## src/rtl/lsu_lane_pkg.sv

```systemverilog
package lsu_lane_pkg;

    // Access size, taken from the low two bits of the access code
    typedef enum logic [1:0] {
        SZ_BYTE  = 2'b00,
        SZ_HALF  = 2'b01,
        SZ_WORD  = 2'b10,
        SZ_DWORD = 2'b11
    } acc_size_e;

    // Bit 2 of the access code marks a zero-filling load
    localparam int unsigned KIND_UNS_BIT = 2;

    function automatic acc_size_e kind_to_size(input logic [2:0] kind);
        return acc_size_e'(kind[1:0]);
    endfunction

endpackage

```

## src/rtl/lane_align_check.sv

```systemverilog
module lane_align_check
    import lsu_lane_pkg::*;
#(
    parameter int unsigned OFF_W = 3
) (
    input  logic [OFF_W-1:0] off_i,
    input  acc_size_e        size_i,
    output logic             misalign_o
);
    localparam int unsigned MW = (OFF_W > 3) ? OFF_W : 3;

    logic [MW-1:0] low_mask;
    logic [MW-1:0] off_ext;

    always_comb begin
        off_ext = MW'(off_i);
        unique case (size_i)
            SZ_BYTE:  low_mask = MW'(0);
            SZ_HALF:  low_mask = MW'(1);
            SZ_WORD:  low_mask = MW'(3);
            default:  low_mask = MW'(7);
        endcase
        misalign_o = |(off_ext & low_mask);
    end
endmodule

```

## src/rtl/load_extend.sv

```systemverilog
module load_extend
    import lsu_lane_pkg::*;
#(
    parameter int unsigned DATA_W = 64
) (
    input  logic [DATA_W-1:0]                 word_i,
    input  logic [$clog2(DATA_W/8)-1:0]       off_i,
    input  logic [2:0]                        kind_i,
    output logic [DATA_W-1:0]                 data_o
);
    localparam int unsigned NB    = DATA_W / 8;
    localparam int unsigned OFF_W = $clog2(NB);

    logic [DATA_W-1:0] shifted;
    logic              fill;
    logic              unsigned_ld;
    acc_size_e         size;

    always_comb begin
        shifted     = word_i >> {off_i, 3'b000};
        size        = kind_to_size(kind_i);
        unsigned_ld = kind_i[KIND_UNS_BIT];
        fill        = 1'b0;
        data_o      = shifted;
        unique case (size)
            SZ_BYTE: begin
                fill   = ~unsigned_ld & shifted[7];
                data_o = {{(DATA_W-8){fill}}, shifted[7:0]};
            end
            SZ_HALF: begin
                fill   = ~unsigned_ld & shifted[15];
                data_o = {{(DATA_W-16){fill}}, shifted[15:0]};
            end
            SZ_WORD: begin
                fill   = ~unsigned_ld & shifted[31];
                data_o = {{(DATA_W-32){fill}}, shifted[31:0]};
            end
            default: begin
                data_o = shifted;
            end
        endcase
    end
endmodule

```

## src/rtl/store_align.sv

```systemverilog
module store_align
    import lsu_lane_pkg::*;
#(
    parameter int unsigned DATA_W = 64
) (
    input  logic [DATA_W-1:0]             src_i,
    input  logic [$clog2(DATA_W/8)-1:0]   off_i,
    input  acc_size_e                     size_i,
    input  logic                          misalign_i,
    output logic [DATA_W-1:0]             data_o,
    output logic [DATA_W/8-1:0]           be_o
);
    localparam int unsigned NB    = DATA_W / 8;
    localparam int unsigned OFF_W = $clog2(NB);

    logic [2*NB-1:0] mask_wide;
    logic [2*NB-1:0] base_mask;

    always_comb begin
        unique case (size_i)
            SZ_BYTE: begin
                data_o    = {(NB){src_i[7:0]}};
                base_mask = (2*NB)'(8'h01);
            end
            SZ_HALF: begin
                data_o    = {(NB/2){src_i[15:0]}};
                base_mask = (2*NB)'(8'h03);
            end
            SZ_WORD: begin
                data_o    = {(NB/4){src_i[31:0]}};
                base_mask = (2*NB)'(8'h0F);
            end
            default: begin
                data_o    = src_i;
                base_mask = (2*NB)'(8'hFF);
            end
        endcase
        mask_wide = base_mask << off_i;
        be_o      = misalign_i ? '0 : mask_wide[NB-1:0];
    end
endmodule

```

## src/rtl/mem_lane_unit.sv

```systemverilog
module mem_lane_unit
    import lsu_lane_pkg::*;
#(
    parameter int unsigned DATA_W = 64
) (
    input  logic                          clk,
    input  logic                          rst_n,
    input  logic                          ld_valid_i,
    input  logic [DATA_W-1:0]             ld_word_i,
    input  logic [$clog2(DATA_W/8)-1:0]   ld_off_i,
    input  logic [2:0]                    ld_kind_i,
    input  logic                          st_valid_i,
    input  logic [DATA_W-1:0]             st_src_i,
    input  logic [$clog2(DATA_W/8)-1:0]   st_off_i,
    input  logic [2:0]                    st_kind_i,
    output logic                          ld_valid_o,
    output logic [DATA_W-1:0]             ld_data_o,
    output logic                          ld_misalign_o,
    output logic                          st_valid_o,
    output logic [DATA_W-1:0]             st_data_o,
    output logic [DATA_W/8-1:0]           st_be_o,
    output logic                          st_misalign_o
);
    localparam int unsigned NB    = DATA_W / 8;
    localparam int unsigned OFF_W = $clog2(NB);

    typedef struct packed {
        logic              ld_vld;
        logic [DATA_W-1:0] ld_data;
        logic              ld_mis;
        logic              st_vld;
        logic [DATA_W-1:0] st_data;
        logic [NB-1:0]     st_be;
        logic              st_mis;
    } lane_state_t;

    lane_state_t state_d, state_q;

    logic [DATA_W-1:0] ld_ext;
    logic [DATA_W-1:0] st_lanes;
    logic [NB-1:0]     st_mask;
    logic              ld_mis_c;
    logic              st_mis_c;

    load_extend #(.DATA_W(DATA_W)) u_ld_ext (
        .word_i (ld_word_i),
        .off_i  (ld_off_i),
        .kind_i (ld_kind_i),
        .data_o (ld_ext)
    );

    lane_align_check #(.OFF_W(OFF_W)) u_ld_chk (
        .off_i      (ld_off_i),
        .size_i     (kind_to_size(ld_kind_i)),
        .misalign_o (ld_mis_c)
    );

    lane_align_check #(.OFF_W(OFF_W)) u_st_chk (
        .off_i      (st_off_i),
        .size_i     (kind_to_size(st_kind_i)),
        .misalign_o (st_mis_c)
    );

    store_align #(.DATA_W(DATA_W)) u_st_aln (
        .src_i      (st_src_i),
        .off_i      (st_off_i),
        .size_i     (kind_to_size(st_kind_i)),
        .misalign_i (st_mis_c),
        .data_o     (st_lanes),
        .be_o       (st_mask)
    );

    always_comb begin
        state_d        = state_q;
        state_d.ld_vld = ld_valid_i;
        state_d.st_vld = st_valid_i;
        if (ld_valid_i) begin
            state_d.ld_data = ld_ext;
            state_d.ld_mis  = ld_mis_c;
        end
        if (st_valid_i) begin
            state_d.st_data = st_lanes;
            state_d.st_be   = st_mask;
            state_d.st_mis  = st_mis_c;
        end
    end

    always_ff @(posedge clk) begin
        if (!rst_n) begin
            state_q <= '0;
        end else begin
            state_q <= state_d;
        end
    end

    assign ld_valid_o    = state_q.ld_vld;
    assign ld_data_o     = state_q.ld_data;
    assign ld_misalign_o = state_q.ld_mis;
    assign st_valid_o    = state_q.st_vld;
    assign st_data_o     = state_q.st_data;
    assign st_be_o       = state_q.st_be;
    assign st_misalign_o = state_q.st_mis;
endmodule

```

## config.mk

```make
export PLATFORM = sky130hd
export DESIGN_NAME = mem_lane_unit
export DESIGN_NICKNAME = d
export VERILOG_FILES = /design/src/rtl/lsu_lane_pkg.sv /design/src/rtl/lane_align_check.sv /design/src/rtl/load_extend.sv /design/src/rtl/store_align.sv /design/src/rtl/mem_lane_unit.sv
export SDC_FILE = /design/constraint.sdc
export NUM_CORES = 1
export LEC_CHECK = 0
export BUFFER_PORTS_ARGS = -buffer_cell sky130_fd_sc_hd__buf_2
export CAP_MARGIN = 20
export CORE_MARGIN = 2
export CORE_UTILIZATION = 28
export DETAILED_ROUTE_END_ITERATION = 16
export GPL_TIMING_DRIVEN = 0
export HOLD_SLACK_MARGIN = 0.12
export REMOVE_ABC_BUFFERS = 1
export SKIP_CTS_REPAIR_TIMING = 1
export SLEW_MARGIN = 20
export SYNTH_ARGS = -nofsm -noshare
export SYNTH_HDL_FRONTEND = slang
export SYNTH_HIERARCHICAL = 1
export SYNTH_SLANG_ARGS = --single-unit
```

## constraint.sdc

```tcl
create_clock -name clk -period 2.6 [get_ports clk]
set_clock_uncertainty 0.15 [all_clocks]
set_input_delay 0.39 -clock clk [delete_from_list [all_inputs] [get_ports clk]]
set_output_delay 0.39 -clock clk [all_outputs]
set_load 0.01 [all_outputs]
```

Word-level counts from Yosys, hierarchy flattened
Cells that the tools add are included.
{"block": "totals", "ff_bits": 140, "input_bits": 144, "out_inout_bits": 140, "wordCells": 29}
{"block": "classes", "eq_ne": 4, "shift": 2, "n_mux": 6, "bitwise_logic": 6, "reduce_logical": 4}
{"cell": "64-bit case mux with 3 select lines", "count": 2}
{"cell": "64-bit by 6-bit >> shifter with 64-bit output", "count": 1}
{"cell": "8-bit case mux with 3 select lines", "count": 1}
{"cell": "3-bit case mux with 3 select lines", "count": 2}
{"cell": "8-bit two-way mux", "count": 1}
{"cell": "8-bit by 3-bit left shift with 8-bit output", "count": 1}
{"cell": "3-bit AND", "count": 2}
{"cell": "3-bit OR reduction", "count": 2}
{"cell": "2-bit by 1-bit equality test with 1-bit output (second input constant)", "count": 2}
{"cell": "2-bit equality test (second input constant)", "count": 2}
{"cell": "2-bit zero test", "count": 2}
{"cell": "1-bit AND", "count": 3}
{"cell": "1-bit NOT", "count": 1}

Depth between registers and ports, before layout
Gate-level depths: netlist (run 1).
{"block": "depth", "word_depth": 5, "mapped_depth": 9, "mapped_depth_nobuf": 6}

Hierarchy
The synthesis (run 1) kept the hierarchy.
{"module": "mem_lane_unit", "n_inst": 1, "cells_each": 449, "area_each_um2": 5306.3, "seq_area_each_um2": 2802.7}
{"module": "load_extend", "n_inst": 1, "cells_each": 264, "area_each_um2": 2299.7, "seq_area_each_um2": 0.0}
{"module": "store_align", "n_inst": 1, "cells_each": 164, "area_each_um2": 1355.0, "seq_area_each_um2": 0.0}
{"module": "lane_align_check", "n_inst": 2, "cells_each": 4, "area_each_um2": 18.8, "seq_area_each_um2": 0.0}

Least setup slack after synthesis (run 1)
No wires, ideal clock.
{"block": "synth_timing", "path_type": "input-to-reg", "start": "input port ld_off_i[0]", "end": "register state_q (netlist bit ld_data_o[6])", "setup_ns": 0.116, "t_arrival_ns": 1.663, "required_ns": 2.334, "path_slack_ns": 0.671, "path_stages": 8, "n_path_buf": 3, "cell_sequence": "buf_4 buf_6 buf_4 mux2i_1 mux2i_1 mux2_2 mux2i_1 nor2b_1"}
{"block": "synth_via", "elab_chain_len": 2}
{"element": "start, declared", "line_no": "mem_lane_unit.sv:10", "text": "input logic [$clog2(DATA_W/8)-1:0] ld_off_i,"}
{"element": "64-bit by 6-bit >> shifter with 64-bit output", "line_no": "load_extend.sv:20", "text": "shifted = word_i >> {off_i, 3'b000};"}
{"element": "64-bit case mux with 3 select lines", "line_no": "load_extend.sv:25", "text": "unique case (size)"}
{"element": "net ld_ext[6]", "line_no": "mem_lane_unit.sv:39", "text": "logic [DATA_W-1:0] ld_ext;"}
{"element": "end signal, assigned", "line_no": "mem_lane_unit.sv:92", "text": "state_q <= state_d;"}
{"element": "end, declared", "line_no": "mem_lane_unit.sv:37", "text": "lane_state_t state_d, state_q;"}
The timed path passes the listed nets, and every way through them passes these cells.
A chain may end at the register's enable or synchronous reset.

Final worst setup path (run 1)
{"block": "layout_timing", "start": "input port ld_off_i[2]", "end": "register state_q (netlist bit ld_data_o[40])"}
{"block": "layout_via", "elab_chain_len": 3, "elab_cells_between_ends": 5, "classes_between": "1 x shift; 1 x mux; 3 x bitwise"}
{"element": "64-bit by 6-bit >> shifter with 64-bit output *", "line_no": "load_extend.sv:20"}
{"element": "1-bit AND, on equally long branches", "line_no": "load_extend.sv:35, load_extend.sv:27, load_extend.sv:31"}
{"element": "64-bit case mux with 3 select lines *", "line_no": "load_extend.sv:25"}
{"element": "net ld_ext[40]", "line_no": "mem_lane_unit.sv:39"}
The timed path passes the listed nets; every way through them passes the cells marked *.

==> results of run 1 <==
worst paths after layout:
check | startpoint | cells after the start | end | slack, ns
min | st_src_i[7] | 3 | st_data_o[7] | 0.17
max reg2reg | ld_data_o[61] | 2 | ld_data_o[61] | 1.82
max | ld_off_i[2] | 7 | ld_data_o[40] | 0.15
min reg2reg | st_be_o[0] | 2 | st_be_o[0] | 0.36
kinds of logic (layout without fill, tap and decap cells):
group	after synthesis	in the layout	synth area share (%)
AOI/OAI and AO/OA	111	111	9.07
buffers and inverters	103	342	8.51
DFF	140	140	31.1
muxes	268	268	34.1
other	0	2	0
and+or+nand+nor	263	263	17.2
cells in the final DEF (no fill, tap or decap), types with 14 or more instances in the layout:
cell       count
a21oi_1       39
clkbuf_16     17
mux4_2        25
nor2b_1      141
mux2_2        26
o2111ai_1     14
mux2i_1      209
dfxtp_1      140
nand2_1       37
buf_2        274
nand4_1       26
critical path: stages:
cell      delay (ns)
clkbuf_4        0.38
and2b_1         0.56
and2_1          0.78
nand2_1         0.19
nand4_1         0.14
mux2i_1         0.08
nor2b_1         0.11
layout make-up:
| type | instances | area share [%] |
|---|---|---|
| diodes | 2 | 0.0451 |
| clock buffers | 21 | 4.15 |
| clock inverters | 10 | 1.05 |
| inverters | 11 | 0.372 |
| multi-input cells | 642 | 49.2 |
| flip-flops and latches | 140 | 25.3 |
| well taps | 402 | 4.53 |
| repair buffers | 300 | 15.4 |
stage by stage:
| stage | worst slack (ns) | instance area, sq um | std cells |
|---|---|---|---|
| 6_report | 0.148 | 11100 | 1528 |
| 5_1_grt | 0.0565 | 11100 | 1527 |
| 4_1_cts | -0.389 | 11000 | 1519 |
| 3_5_place_dp | -0.878 | 10400 | 1488 |
| 3_3_place_gp | -2.84 | 10200 | 1477 |
| 2_1_floorplan | -0.206 | 8270 | 793 |
power by group through the flow:
stage	clock network, mW	logic, mW	registers, mW
after global placement	0	1.34	2.40
final	2.46	1.36	2.36
after floorplan	0	0.644	2.47
after CTS	2.56	1.36	2.36
after global routing	2.63	1.50	2.38
after detailed placement	0	1.36	2.41
state kept, by name, indices dropped and copies added (netlist names):
register,cells
ld_valid_o,1
st_data_o,64
ld_misalign_o,1
ld_data_o,64
st_misalign_o,1
st_valid_o,1
st_be_o,8
metal layers:
layer	wire length, um	global-route usage (%)	vias to the layer above	part of all wire, %
met2	12600	26.9	314	45
met1	12500	20.1	3495	44
met3	2340	5.70	43	8.3
li1	-	-	3658	-
met4	746	7.39	4	2.6
met5	33	0	-	0.12
==> impl_metrics.py, run 1 <==
metrics = {
    "pwr": {
        "intPower_mw": 4.39,
        "power.share.sequential_pct": 38.2,
        "power_frac_clock_pct": 39.8,
        "switching_share_pct": 28.9,
        "pwr-share-comb_pct": 22.1,
        "total_power_mw": 6.18,
        "leakage_nw": 5.24,
        "p_per_area_mw_per_mm2": 557,
        "power.switching_mw": 1.79,
        "ir_worst_vdd_mv": 0.414,
    },
    "finish": {
        "nFillCells": 3262,
        "syn_to_final_growth_pct": 23.3,
        "nets": 1256,
        "drive_gt1_share_pct": 37.5,
        "multiInputGateArea_sq_mm": 0.00546,
        "postLayoutCoreUtil_pct": 35.1,
        "regArea_sq_mm": 0.00280,
    },
    "yosys": {
        "synth_seq_cells": 140,
        "netlist_top_cells_count": "mux2i_1 (209), nor2b_1 (144), dfxtp_1 (140)",
        "netlist.area_leader.share_pct": 31.1,
        "ys_seq_area_share_pct": 31.1,
        "post_synth_num_cell_types": 52,
        "synth_warnings": 6,
        "ys.flop_type": "dfxtp_1",
        "synth.avg_cell_area_sq_um": 10.2,
        "synth_top_area_cell": "dfxtp_1",
        "synth_edf_count": 0,
        "yosysMostFrequentCell": "mux2i_1",
        "synth.area.top_cells": "dfxtp_1 (31%), mux2i_1 (23%), nor2b_1 (10%)",
        "ys_async_sr_fraction_pct": 0,
        "synth_area_sq_mm": 0.00900,
        "postSynthCellCount": 885,
    },
    "run": {
        "cap_violations": 0,
    },
    "critical_path": {
        "cp.arrival_ns": 2.67,
        "crit_path_end_kind": "flop",
        "critPathLaunchType": "input port",
        "crit_fanout": 38,
        "crit_type": "input port to flop",
        "cp_data_required_time_ns": 2.82,
    },
    "route": {
        "vias": 7514,
        "route.detailed.drc": 0,
        "dr.pass1.iters": 5,
        "ant_nets": 0,
        "routedWlPerCell_um": 18.4,
        "wl_mm": 28.2,
        "drt_iter0_drc": 246,
        "avgViaCountPerCell": 4.92,
    },
    "sta": {
        "fmax_mhz": 408,
        "rsz0062_at_grt": "false",
        "fin_hold_ws_ns": 0.165,
        "setup_viol": 0,
        "worstMarginPinSlew_ns": 1.07,
        "relSlewSlack_pct": 28.3,
        "slew_violations": 0,
        "hold_viol_final": 0,
        "fin_setup_tns_ns": 0,
        "period_needed_ns": 2.45,
        "fin_crit_sh_pct": 94.3,
    },
    "placed_design": {
        "place.port_buffers": 282,
        "hpwl_mm": 19.8,
        "place.gp.congestion": 0.791,
    },
    "clock_tree": {
        "cts-htree-levels": 4,
        "cts_root_buf": "clkbuf_16",
        "clk_pin_slew_ns": 0.06,
        "numCtsBuffers": 17,
        "clock_latency_ns": 0.43,
        "cts_tree": "built",
        "clkSinkCount": 140,
        "clock_path_buffers": 2,
    },
    "min_path": {
        "hold_path_class": "input port to flop",
    },
    "grt": {
        "grt_pass1_vias": 7345,
        "overflow": 0,
        "grt.total_usage_pct": 16.7,
        "grt_pass1_wl_mm": 42.9,
        "antenna_found_initial": 5,
        "grt_max_degree": 90,
    },
    "floorplan": {
        "ioPinCount": 284,
        "die-area_sq_mm": 0.0336,
        "core_area_sq_mm": 0.0316,
        "dieHeight_um": 183,
        "start_util_pct": 28.4,
        "core.rowCount": 65,
        "fp.dieW_um": 183,
    },
    "run_status": {
        "status": "completed",
    },
}
(Power assumes the default switching activity.)
==> run 2, diff against run 1 <==
- CELL_PAD_IN_SITES_DETAIL_PLACEMENT: not set -> 0
- CELL_PAD_IN_SITES_GLOBAL_PLACEMENT: not set -> 1
- PLACE_DENSITY_LB_ADDON: not set -> 0.1
==> impl_metrics.py, run 2 (synthesized netlist as in run 1, its figures left out) <==
metrics = {
    "critical_path": {
        "cp_slowest_stage_delay_ns": 0.75,
        "worstPathCellList": "buf_4 > buf_16 > nor2b_1 > o2bb2ai_1 > mux2i_1 > o21ai_0 > mux2i_1 > nor2b_1",
        "critPathLaunchType": "input port",
        "crit_path_end_kind": "flop",
        "critical-path-slowest-cell": "nor2b_1",
        "cp.arrival_ns": 2.63,
        "cp_data_required_time_ns": 2.83,
        "crit_type": "input port to flop",
        "crit_fanout": 46,
    },
    "floorplan": {
        "ioPinCount": 284,
        "core_area_sq_mm": 0.0316,
        "fp.dieW_um": 183,
        "core.rowCount": 65,
        "dieHeight_um": 183,
        "die-area_sq_mm": 0.0336,
        "start_util_pct": 28.4,
    },
    "grt": {
        "overflow": 0,
        "grt_pass1_wl_mm": 44.3,
        "grt.total_usage_pct": 17.1,
        "grt_pass1_vias": 7288,
        "grt_max_degree": 72,
        "antenna_found_initial": 9,
    },
    "sta": {
        "fin_crit_sh_pct": 92.3,
        "rsz0062_at_grt": "false",
        "fin_ws_ns": 0.200,
        "hold_viol_final": 0,
        "setup_viol": 0,
        "period_needed_ns": 2.40,
        "slew_violations": 0,
        "worstMarginPinSlew_ns": 0.907,
        "relSlewSlack_pct": 39.3,
        "fin_setup_tns_ns": 0,
        "fmax_mhz": 417,
    },
    "clock_tree": {
        "cts_tree": "built",
        "clk_pin_slew_ns": 0.06,
        "cts_root_buf": "clkbuf_16",
        "clock_path_buffers": 2,
        "numCtsBuffers": 17,
        "clock_latency_ns": 0.44,
        "clkSinkCount": 140,
        "cts-htree-levels": 4,
    },
    "route": {
        "vias": 7403,
        "routedWlPerCell_um": 19.0,
        "wl_mm": 29.0,
        "avgViaCountPerCell": 4.84,
        "drt_iter0_drc": 298,
        "dr.pass1.iters": 4,
        "ant_nets": 0,
        "route.detailed.drc": 0,
    },
    "finish": {
        "mostFrequentLayoutCells": "buf_2 (274), mux2i_1 (209), nor2b_1 (142)",
        "postLayoutCoreUtil_pct": 35.1,
        "drive_gt1_share_pct": 37.6,
        "syn_to_final_growth_pct": 23.4,
        "nets": 1255,
        "mostFrequentLayoutCell": "buf_2",
        "layoutNonFillerInstCount": 1529,
    },
    "pwr": {
        "ir_worst_vdd_mv": 0.449,
        "leakage_nw": 5.22,
        "p_per_area_mw_per_mm2": 549,
    },
    "run_status": {
        "status": "completed",
    },
    "placed_design": {
        "place.gp.congestion": 0.748,
        "hpwl_mm": 19.9,
        "pre_cts_slack_ns": -0.967,
        "place.port_buffers": 282,
        "place_inst": 1489,
    },
    "min_path": {
        "hold_path_class": "input port to flop",
    },
    "run": {
        "cap_violations": 0,
    },
}
==> run 2: changes by cell type in the layout (fill, tap and decap cells not counted), moves of 2 or more <==
cell and delta:
clkbuf_8 -2, clkinv_4 -2, buf_6 -2, clkinvlp_4 +7, buf_4 -3, clkbuf_1 -2
buf_8 +2
==> run 2: cell type report <==
class / instances / area, sq um
well taps: 402 / 503
flip-flops and latches: 140 / 2800
clock inverters: 15 / 126
clock buffers: 17 / 425
repair buffers: 299 / 1740
fillers: 3338 / 20500
multi-input cells: 642 / 5460
inverters: 11 / 41.3
diodes: 3 / 7.51
==> run 2: path summary, 6_finish.rpt <==
path | start | to | slack [ns] | cells past startpoint
worst max-delay path | ld_off_i[0] | ld_data_o[11] | 0.20 | 8
worst min-delay path | st_src_i[1] | st_data_o[1] | 0.16 | 3
worst min register to register | ld_data_o[55] | ld_data_o[55] | 0.36 | 2
worst max register to register | ld_data_o[30] | ld_data_o[30] | 1.82 | 2
==> run 2: critical path: cells and delay by family <==
| kind | cells | cell delay, ns |
|---|---|---|
| compound gates | 2 | 0.45 |
| buf+inv | 2 | 0.68 |
| mux | 2 | 0.20 |
| simple gates | 2 | 0.86 |
==> run 2: metal layers <==
layer	GRT usage, %	up-vias	part of all wire [%]
li1	-	3640	-
met1	22.0	3485	46
met2	27.3	236	45
met3	5.86	30	7.5
met4	4.80	12	1.3
met5	0	-	0.28
==> run 2: where the power goes <==
group	total, mW	switching, mW	internal [mW]	leakage [nW]
Sequential	2.36	0.0666	2.29	1.15
Clock	2.37	1.06	1.31	0.245
Combinational	1.37	0.718	0.651	3.82
Total	6.09	1.85	4.25	5.22
==> run 2: per-stage QoR <==
step	instance area [sq um]	power, mW	hold WS, ns
4_1_cts	11000	6.20	0.139
2_1_floorplan	8270	3.11	0.362
5_1_grt	11100	6.43	0.169
6_report	11100	6.09	0.157
3_5_place_dp	10500	3.78	0.345
3_3_place_gp	10200	3.77	0.341
